`src/rtl/light_integ_ctrl.sv`:
```
module light_integ_ctrl #(
  parameter int RES0_BITS = 16,
  parameter int RES1_BITS = 12,
  parameter int RES2_BITS = 8,
  parameter int RES3_BITS = 4
) (
  input  logic        clk,
  input  logic        rst_n,
  input  logic        cmd_we,
  input  logic [7:0]  cmd_wdata,
  input  logic        sync_stb,
  input  logic        osc_tick,
  input  logic        photon_pulse,
  output logic [15:0] result,
  output logic        result_valid,
  output logic        busy
);

  localparam logic [15:0] MAX0 = 16'((32'd1 << RES0_BITS) - 32'd1);
  localparam logic [15:0] MAX1 = 16'((32'd1 << RES1_BITS) - 32'd1);
  localparam logic [15:0] MAX2 = 16'((32'd1 << RES2_BITS) - 32'd1);
  localparam logic [15:0] MAX3 = 16'((32'd1 << RES3_BITS) - 32'd1);

  typedef enum logic [1:0] {S_IDLE, S_INT, S_ARM, S_EXT} state_t;

  state_t      state;
  logic        cont_q, tmr_q, ext_q;
  logic [1:0]  win_sel;
  logic [15:0] cyc_cnt, pls_cnt;
  logic [15:0] win_max, pls_lim, pls_next, cyc_next;
  logic        int_done;

  always_comb begin
    case (win_sel)
      2'd0:    win_max = MAX0;
      2'd1:    win_max = MAX1;
      2'd2:    win_max = MAX2;
      default: win_max = MAX3;
    endcase
  end

  assign pls_lim  = (state == S_INT) ? win_max : 16'hFFFF;
  assign pls_next = (photon_pulse && pls_cnt != pls_lim) ? pls_cnt + 16'd1 : pls_cnt;
  assign cyc_next = (osc_tick && cyc_cnt != 16'hFFFF) ? cyc_cnt + 16'd1 : cyc_cnt;
  assign int_done = (state == S_INT) && osc_tick && (cyc_cnt == win_max);
  assign busy     = (state != S_IDLE);

  always_ff @(posedge clk) begin
    if (!rst_n) begin
      state        <= S_IDLE;
      cont_q       <= 1'b0;
      tmr_q        <= 1'b0;
      ext_q        <= 1'b0;
      win_sel      <= 2'd0;
      cyc_cnt      <= 16'd0;
      pls_cnt      <= 16'd0;
      result       <= 16'd0;
      result_valid <= 1'b0;
    end else begin
      result_valid <= 1'b0;
      if (cmd_we) begin
        cont_q  <= cmd_wdata[6];
        ext_q   <= cmd_wdata[4];
        tmr_q   <= (cmd_wdata[4:2] == 3'b101);
        win_sel <= cmd_wdata[3:2];
        cyc_cnt <= 16'd0;
        pls_cnt <= 16'd0;
        if (!cmd_wdata[7])      state <= S_IDLE;
        else if (!cmd_wdata[4]) state <= S_INT;
        else if (!cmd_wdata[3]) state <= S_ARM;
        else                    state <= S_IDLE;
      end else begin
        case (state)
          S_INT: begin
            if (int_done) begin
              result       <= pls_next;
              result_valid <= 1'b1;
              cyc_cnt      <= 16'd0;
              pls_cnt      <= 16'd0;
              if (!cont_q) state <= S_IDLE;
            end else begin
              cyc_cnt <= cyc_next;
              pls_cnt <= pls_next;
            end
          end
          S_ARM: begin
            if (sync_stb) begin
              state   <= S_EXT;
              cyc_cnt <= 16'd0;
              pls_cnt <= 16'd0;
            end
          end
          S_EXT: begin
            if (sync_stb) begin
              result       <= tmr_q ? cyc_next : pls_next;
              result_valid <= 1'b1;
              cyc_cnt      <= 16'd0;
              pls_cnt      <= 16'd0;
              if (!cont_q) state <= S_IDLE;
            end else begin
              cyc_cnt <= cyc_next;
              pls_cnt <= pls_next;
            end
          end
          default: ;
        endcase
      end
    end
  end

  assert_off_idle_R1: assert property (@(posedge clk) disable iff (!rst_n)
    (cmd_we && !cmd_wdata[7]) |=> (!busy && !result_valid));

  assert_no_overflow_R3: assert property (@(posedge clk) disable iff (!rst_n)
    (result_valid && !ext_q) |-> (result <= win_max));

  assert_oneshot_stop_R4: assert property (@(posedge clk) disable iff (!rst_n)
    (result_valid && !cont_q) |-> !busy);

  assert_armed_silent_R5: assert property (@(posedge clk) disable iff (!rst_n)
    (state == S_ARM) |=> !result_valid);

  assert_reserved_idle_R7: assert property (@(posedge clk) disable iff (!rst_n)
    (cmd_we && cmd_wdata[4] && cmd_wdata[3]) |=> !busy);

  assert_result_on_valid_R8: assert property (@(posedge clk) disable iff (!rst_n)
    !$stable(result) |-> result_valid);

endmodule

```
`config.mk`:
```
export PLATFORM = sky130hd
export DESIGN_NAME = light_integ_ctrl
export DESIGN_NICKNAME = d
export VERILOG_FILES = /design/src/rtl/light_integ_ctrl.sv
export SDC_FILE = /design/constraint.sdc
export NUM_CORES = 1
export LEC_CHECK = 0
export CORE_MARGIN = 2
export CORE_UTILIZATION = 45
export DETAILED_ROUTE_END_ITERATION = 6
export GPL_TIMING_DRIVEN = 0
export PLACE_DENSITY = 0.65
export SLEW_MARGIN = 25
export SYNTH_ARGS = -nofsm -noshare
export SYNTH_HDL_FRONTEND = slang
export SYNTH_SLANG_ARGS = --single-unit
```
`constraint.sdc`:
```
create_clock -name clk -period 3.3 [get_ports clk]
set_input_delay 0.33 -clock clk [delete_from_list [all_inputs] [get_ports clk]]
set_output_delay 0.33 -clock clk [all_outputs]
set_load 0.02 [all_outputs]
```
==> summary.md, run 1 <==
| Metric | Value |
|---|---|
| Outcome | completed |
| CTS tree | done |
| Post_cts resized | 0 |
| Worst r2r path cells | 8 |
| Endpoint class of the critical path | flop |
| Post-CTS setup buffers | 0 |
| Synth Area in Compound Gates | between 20% and 30% |
| Post-Syn Instances | about 400 |
| Clock tree buffer depth | 2 |
| Combinational share of power | roughly 7.6% |
| Critical path capture point | pls_cnt[10] |
| Row cnt | 31 |
| Largest delay contributor family on the critical path | compound AO/OA/AOI/OAI gates |
| Final GP Congestion | slightly above 0.9 |
| DRC | 0 |
| Synth area leader | dfxtp_1 |
| Share of layout cells above drive strength 1 | 6.64% |
| Most common cell after layout, fill and taps aside | dfxtp_1 |
| Sequential power share | 51.4% |
| Flop-to-flop setup slack | between 0.2 and 0.25 ns |
| IO Pins | 32 |
| TritonCTS Buffers | 5 |
| Post-Layout Inst Area | 3850 um2 |
| Die area | 8090 um2 |
| Via count | between 3000 and 4000 |
| CTS root buf | clkbuf_8 |
| Reg-to-reg critical path endpoint | pls_cnt[10] |
| Total GRT Usage | about a quarter |
| Min Tclk post-route | 3.09 ns |
| Sequential share of the synthesized area | between 30% and 40% |
| Final setup fails | 0 |
| Multiplexer share of the synthesized area | 3.09% |
| WL final | around 10000 um |
| Port Buffer Count | 27 |
| Worst-path clk slew | approximately 0.10 ns |
| Synth Cell Area | between 3000 and 4000 um2 |
| Hold buffer count at cts | 0 |
| Vias per cell | roughly 6.3 |
| TritonCTS Sinks | between 50 and 60 |
| Initial antenna violation count | 0 |
| Clk_lat worst skew | ~0.33 ns |
| Worst Tran Pin Value | about 0.88 ns |
| Starting density of the core | a little under half |
| Largest net degree at the start of global routing | 17 |
| Max Cap Viol | 0 |
| Switching Share | about a quarter |
| Syn_nets | roughly 420 |
| Synth Register Bits | between 50 and 60 |
| Crit share post-route | ~94% |
| Adder-cell share of the synthesized area | less than 1% |
| Post-DR wirelength/cell | approximately 19 um |
| Die Ht | ~90 um |
| Commonest cells after routing, fill and taps aside | 55 x dfxtp_1, 41 x nand2_1, 27 x clkdlybuf4s50_1 |
| PD cells | around 340 nW/um2 |
| Vias in the first global route | ~3100 |
| Internal Pwr Total | about 1.0 mW |
| Worst setup path start | cyc_cnt[6] |
| Overflow after GRT | 0 |
| Synth Flop Type | dfxtp_1 |
| Worst path max stage delay | roughly 0.84 ns |
| RSZ-0062 raised after global routing | no |
| Simple-gate share of the synthesized area | 26.2% |
| Routed Antenna Nets | 0 |
| Max Slew Vio Count | 0 |
| Max IR drop VDD | 0.183 mV |
| Mean Syn Cell Area | about 8.3 um2 |
| Worst EP required | between 3 and 4 ns |
| Most Frequent Cell on Critical Path | buf_2 |
| Crit path buffers/inverters | 2 |
| Slowest cell on the critical path | o41ai_2 |
| Top post-synthesis cells by area | dfxtp_1 33%, nand2_1 4.6%, xor2_1 4.2%, nand3_1 3.6%, a31oi_1 2.8% |
| Startpoint Class | flop |
| Final TNS setup | 0 ns |
| Yosys top cell area share | between 30% and 40% |
| Synth Area in XOR/XNOR | a little under 7% |
| Number of synthesized flops with an enable pin | 0 |
| Post-DP HPWL | ~7400 um |
| Asr flop ratio synth | 0% |
| Final Skew | about 0.0075 ns |
| Crit path DAT | 3.28 ns |
| Cells along the critical path | or4_1 -> mux2_2 -> o41ai_2 -> nor2_1 -> buf_2 -> buf_2 -> a41oi_1 -> a31oi_1 |
| CP Class | flop to flop |
| Hold Fails Final Rpt | 0 |
| Synthesis-to-finish area growth | 15.9% |
| Max FO, Critical Path | 10 |
| Die X | 89.9 um |
| HP Class | flop to flop |
| First-pass GRT wire length | roughly 16000 um |
| Htree depth | 2 |
| First drt pass iteration count | 5 |
| Static Leakage | 1.23 nW |
| Total power | ~1.3 mW |
| Sw Pwr | about 0.3 mW |
| Initial drt markers | 232 |
| Ant. Diodes | 0 |
| Stages on the worst setup path | 8 |
| Core Box Area | approximately 7200 um2 |
| Final Net Count | 452 |
| Synth unique cells | 59 |
| Main combinational cell family by area after synthesis | simple AND/OR/NAND/NOR gates |
| Slew HR | about two fifths |
| Yosys warnings | 0 |
| Highest clock rate | around 0.32 GHz |
| R2R Path Start | cyc_cnt[6] |
| Power share of the clock group | 41.1% |
| DP Area | around 3700 um2 |
## synth_stat cells, types with 3 or more instances
| library cell | instances |
|---|---|
| a211oi_1 | 3 |
| a21oi_1 | 16 |
| a2bb2oi_1 | 6 |
| a311oi_1 | 10 |
| a31oi_1 | 15 |
| a41oi_1 | 7 |
| and2_1 | 5 |
| and3_1 | 8 |
| and4_1 | 7 |
| buf_2 | 6 |
| clkbuf_1 | 22 |
| dfxtp_1 | 55 |
| inv_1 | 4 |
| mux2i_1 | 8 |
| nand2_1 | 41 |
| nand2b_1 | 6 |
| nand3_1 | 24 |
| nand3b_1 | 3 |
| nand4_1 | 15 |
| nand4b_1 | 4 |
| nor2_1 | 17 |
| nor3_1 | 12 |
| nor4_1 | 5 |
| o21ai_0 | 9 |
| o21ai_1 | 7 |
| o221ai_2 | 4 |
| o311a_1 | 3 |
| or3_1 | 8 |
| or4_1 | 5 |
| xnor2_1 | 10 |
| xor2_1 | 16 |
## how the worst min path moves through the flow
stage	startpoint	end	slack, ns	depth (start not counted)
floorplan	cmd_wdata[4]	state[0]	0.43	1
global placement	result[0]	result[0]	0.46	2
detailed placement	result[4]	result[4]	0.46	2
CTS	result[4]	result[4]	0.48	2
global route	result[0]	result[0]	0.51	2
finish	result[4]	result[4]	0.47	2
## routing by layer
layer / vias to the layer above / routed length (um) / track usage (%) / share of wire, %
met4: 0 / 130 / 6.79 / 1.3
met5: - / 0 / 0 / 0
met1: 1658 / 4670 / 34.9 / 47
met2: 104 / 4680 / 40.8 / 47
met3: 12 / 514 / 4.53 / 5.1
li1: 1608 / - / - / -
## through the flow
step	utilization [%]	setup WS (ns)	hold WS, ns	cells
6_report	53.4	0.213	0.474	536
5_1_grt	53.4	0.0501	0.512	536
3_5_place_dp	51.5	0.209	0.457	528
3_3_place_gp	51.5	0.187	0.456	528
4_1_cts	53.4	0.290	0.479	536
2_1_floorplan	-	0.818	0.431	402
## cell type report
| class | instances | area (um2) |
|---|---|---|
| inverter | 5 | 18.8 |
| buffer | 33 | 150 |
| multi-input combinational | 309 | 2050 |
| sequential | 55 | 1100 |
| clock buffer | 6 | 72.6 |
| clock inverter | 2 | 60.1 |
| tap | 99 | 124 |
| fill | 706 | 3360 |
| timing repair buffer | 27 | 270 |
## kinds of logic (layout without fill, tap and decap cells)
family | count (synthesis) | count (layout)
adder cells (fa/ha/maj) | 2 | 2
XOR/XNOR | 26 | 26
flip-flops | 55 | 55
AO/OA/AOI/OAI | 108 | 108
buffers and inverters | 38 | 73
multiplexers | 10 | 10
AND/OR/NAND/NOR | 163 | 163
## state kept, by name, indices dropped and copies added (netlist names)
register,cells
cyc_cnt,16
cont_q,1
result_valid,1
pls_cnt,16
tmr_q,1
result,16
win_sel,2
state,2
## tightest hold or removal path, delay by kind of cell, from the launching register on
family / cells / cell delay (ns)
compound gates: 1 / 0.06
simple gates: 1 / 0.05
flops: 1 / 0.32
## power by group through the flow
stage	clock network (mW)	logic, mW	registers [mW]
floorplan	0	0.0568	0.685
global placement	0	0.0969	0.687
detailed placement	0	0.0975	0.687
CTS	0.545	0.0979	0.672
global route	0.571	0.108	0.673
finish	0.538	0.0992	0.672
Note: power is estimated with default switching activity, not from simulation.
==> run 2: changes to the inputs <==
==> constraint.sdc (replaced) <==
create_clock -name clk -period 3.9 [get_ports clk]
set_input_delay 0.39 -clock clk [delete_from_list [all_inputs] [get_ports clk]]
set_output_delay 0.39 -clock clk [all_outputs]
set_load 0.02 [all_outputs]
==> results of run 2 <==
The final DEF is identical to that of run 1. Status: completed.
Among the figures that moved: setup slack after placement 0.209 ns -> 0.749 ns; setup slack after layout 0.213 ns -> 0.813 ns; register-to-register setup slack 0.21 ns -> 0.81 ns; total power 1.31 mW -> 1.11 mW; worst IR drop on VDD 0.183 mV -> 0.155 mV
==> run 3: changes to the inputs <==
--- a/config.mk
+++ b/config.mk
@@ -9,7 +9,7 @@
 export CORE_UTILIZATION = 45
 export DETAILED_ROUTE_END_ITERATION = 6
 export GPL_TIMING_DRIVEN = 0
-export PLACE_DENSITY = 0.65
+export PLACE_DENSITY = 0.68
 export SLEW_MARGIN = 25
 export SYNTH_ARGS = -nofsm -noshare
 export SYNTH_HDL_FRONTEND = slang
==> constraint.sdc (replaced) <==
create_clock -name clk -period 2.55 [get_ports clk]
set_input_delay 0.255 -clock clk [delete_from_list [all_inputs] [get_ports clk]]
set_output_delay 0.255 -clock clk [all_outputs]
set_load 0.02 [all_outputs]
==> run 3 against run 2 <==
Net effect: hold slack worse by 0.0052 ns; critical endpoint is now result[14]; via count up 0.62%; utilization rose by 2.1 points; wire length increased by 4.3%; largest cell class unchanged; total power grew 46%.
==> summary.md, run 3 (synthesized netlist as in run 1, its figures left out) <==
| Metric | Value |
|---|---|
| Worst EP required | 2.76 ns (was 4.10 ns) |
| Commonest cells after routing, fill and taps aside | 49 x dfxtp_1, 39 x nand2_1, 27 x clkdlybuf4s50_1 (was 55 x dfxtp_1, 41 x nand2_1, 27 x clkdlybuf4s50_1) |
| Fin util | 55.5% (was 53.4%) |
| Post-DP HPWL | 7360 um (about the same) |
| Flop-to-flop setup slack | 0.07 ns (was 0.81 ns) |
| Largest delay contributor family on the critical path | compound AO/OA/AOI/OAI gates (unchanged) |
| WL final | 10400 um (was 10000 um) |
| Min Tclk post-route | 2.48 ns |
| Slowest cell on the critical path | clkdlybuf4s50_1 (was o41ai_2) |
| Outcome | completed (unchanged) |
| First-pass GRT wire length | 16600 um (was 16300 um) |
| Max FO, Critical Path | 10 (unchanged) |
| Core Box Area | 7210 um2 (unchanged) |
| Initial drt markers | 261 (was 232) |
| Die X | 89.9 um (unchanged) |
| DRC | 0 (unchanged) |
| Clk_lat worst skew | 0.32 ns (was 0.33 ns) |
| Biggest regs | cyc_cnt x16, pls_cnt x16, result x16 (unchanged) |
| Row cnt | 31 (unchanged) |
| HP Class | flop to flop (unchanged) |
| Share of layout cells above drive strength 1 | 13.4% (was 6.64%) |
| Largest net degree at the start of global routing | 18 (was 17) |
| Vias in the first global route | 3203 (was 3069) |
| Placed Instances | 528 (unchanged) |
| Cells along the critical path | clkdlybuf4s50_1 -> nand2_1 -> or3_4 -> o41a_1 -> buf_6 -> o21a_2 -> buf_4 -> a32oi_1 -> o21ai_1 (was or4_1 -> mux2_2 -> o41ai_2 -> nor2_1 -> buf_2 -> buf_2 -> a41oi_1 -> a31oi_1) |
| Cell Count, Final, Fillers Out | 538 (was 536) |
| Most common cell after layout, fill and taps aside | dfxtp_1 (unchanged) |
| First drt pass iteration count | 5 (unchanged) |
| IO Pins | 32 (unchanged) |
| Post-DR wirelength/cell | 19.4 um (was 18.6 um) |
| CTS tree | done (unchanged) |
| Final setup fails | 0 (unchanged) |
| Routed Antenna Nets | 0 (unchanged) |
| Hold Fails Final Rpt | 0 (unchanged) |
| Max Cap Viol | 0 (unchanged) |
| Total power | 1.62 mW (was 1.11 mW) |
| CTS root buf | clkbuf_8 (unchanged) |
| Initial antenna violation count | 0 (unchanged) |
| Final Skew | 0.0177 ns (was 0.00750 ns) |
| Die area | 8090 um2 (unchanged) |
| Overflow after GRT | 0 (unchanged) |
| R2R Path Start | cyc_cnt[6] (unchanged) |
| Reg-to-reg critical path endpoint | result[14] (was pls_cnt[10]) |
| Highest clock rate | between 0.4 and 0.5 GHz |
| Synthesis-to-finish area growth | 20.4% (was 15.9%) |
| Crit path DAT | 2.69 ns (was 3.28 ns) |
| Htree depth | 2 (unchanged) |
| Worst-path clk slew | 0.10 ns (about the same) |
| Worst Tran Pin Value | 0.728 ns (was 0.884 ns) |
| PD cells | 405 nW/um2 (was 288 nW/um2) |
| Die Ht | 89.9 um (unchanged) |
| Worst path max stage delay | 0.58 ns (was 0.84 ns) |
| Port Buffer Count | 27 (unchanged) |
| Clock tree buffer depth | 2 (unchanged) |
| Crit path buffers/inverters | 3 (was 2) |
| Via count | 3403 (was 3382) |
| Endpoint class of the critical path | flop (unchanged) |
| Static Leakage | 1.31 nW (was 1.23 nW) |
| TritonCTS Sinks | 55 (unchanged) |
| Crit share post-route | about 97% |
| CP Class | primary input to flop (was flop to flop) |
| Critical path capture point | result[14] (was pls_cnt[10]) |
| Vias per cell | 6.33 (was 6.31) |
| TritonCTS Buffers | 5 (unchanged) |
| Stages on the worst setup path | 9 (was 8) |
| Final Net Count | 454 (was 452) |
| Hold buffer count at cts | 0 (unchanged) |
| Startpoint Class | primary input (was flop) |
| Ant. Diodes | 0 (unchanged) |
| Worst r2r path cells | 8 (unchanged) |
| Starting density of the core | 46.1% (unchanged) |
| Slew HR | 51.2% (was 40.4%) |
| Final GP Congestion | 0.869 (was 0.932) |
| Max IR drop VDD | 0.194 mV (was 0.155 mV) |
| Total GRT Usage | 25.5% (was 25.2%) |
| Worst setup path start | osc_tick (was cyc_cnt[6]) |
| Max Slew Vio Count | 0 (unchanged) |
run 3: power by group:
part	internal [mW]	total [mW]	switching (mW)	leakage [nW]
Clock	0.298	0.613	0.316	0.0558
Combinational	0.0455	0.139	0.0930	0.805
Sequential	0.860	0.867	0.00674	0.448
Total	1.20	1.62	0.415	1.31
run 3: worst reg2reg max path, cell delays in order (launching register included):
cell     delay [ns]
dfxtp_4        0.37
or4_4          0.53
mux2_4         0.31
o41a_1         0.33
buf_6          0.14
o21a_2         0.26
buf_4          0.20
a32oi_1        0.15
o21ai_1        0.09
run 3: cell type report:
type                            count  area (um2)
Sequential cell                    55        1120
Clock inverter                      2        38.8
Timing Repair Buffer               35         350
Buffer                             27         143
Clock buffer                        6        72.6
Inverter                            5        18.8
Multi-Input combinational cell    309        2140
Fill cell                         686        3210
Tap cell                           99         124
run 3: repair_timing:
action,in CTS,in global routing
buffers inserted,7,0
pin swaps,3,0
cloned,1,0
resized for setup,20,17
setup endpoints to repair,43,36
run 3: metrics by stage:
stage                     setup WS (ns)  hold slack [ns]  cell area, um2  setup TNS, ns
after CTS                       0.00136            0.485            3970              0
after global placement           -0.469            0.449            3720         -12.48
after floorplan                  0.0677            0.356            3320              0
after global routing             -0.134            0.511            4000          -3.02
after detailed placement         -0.528            0.459            3720         -14.52
final                            0.0656            0.468            4000              0
run 3: layer usage:
| layer | vias up | routed length (um) | global-route usage (%) |
|---|---|---|---|
| li1 | 1609 | - | - |
| met1 | 1633 | 4620 | 34.5 |
| met2 | 138 | 4860 | 40.9 |
| met3 | 23 | 725 | 5.45 |
| met4 | 0 | 224 | 7.69 |
| met5 | - | 0 | 0 |
run 3: how the worst min path moves through the flow:
stage | from | slack (ns) | end | cells past startpoint
2_1_floorplan | cmd_wdata[4] | 0.36 | state[0] | 1
5_1_grt | result[0] | 0.51 | result[0] | 2
3_5_place_dp | result[0] | 0.46 | result[0] | 2
3_3_place_gp | result[4] | 0.45 | result[4] | 2
6_report | result[4] | 0.47 | result[4] | 2
4_1_cts | result[4] | 0.48 | result[4] | 2
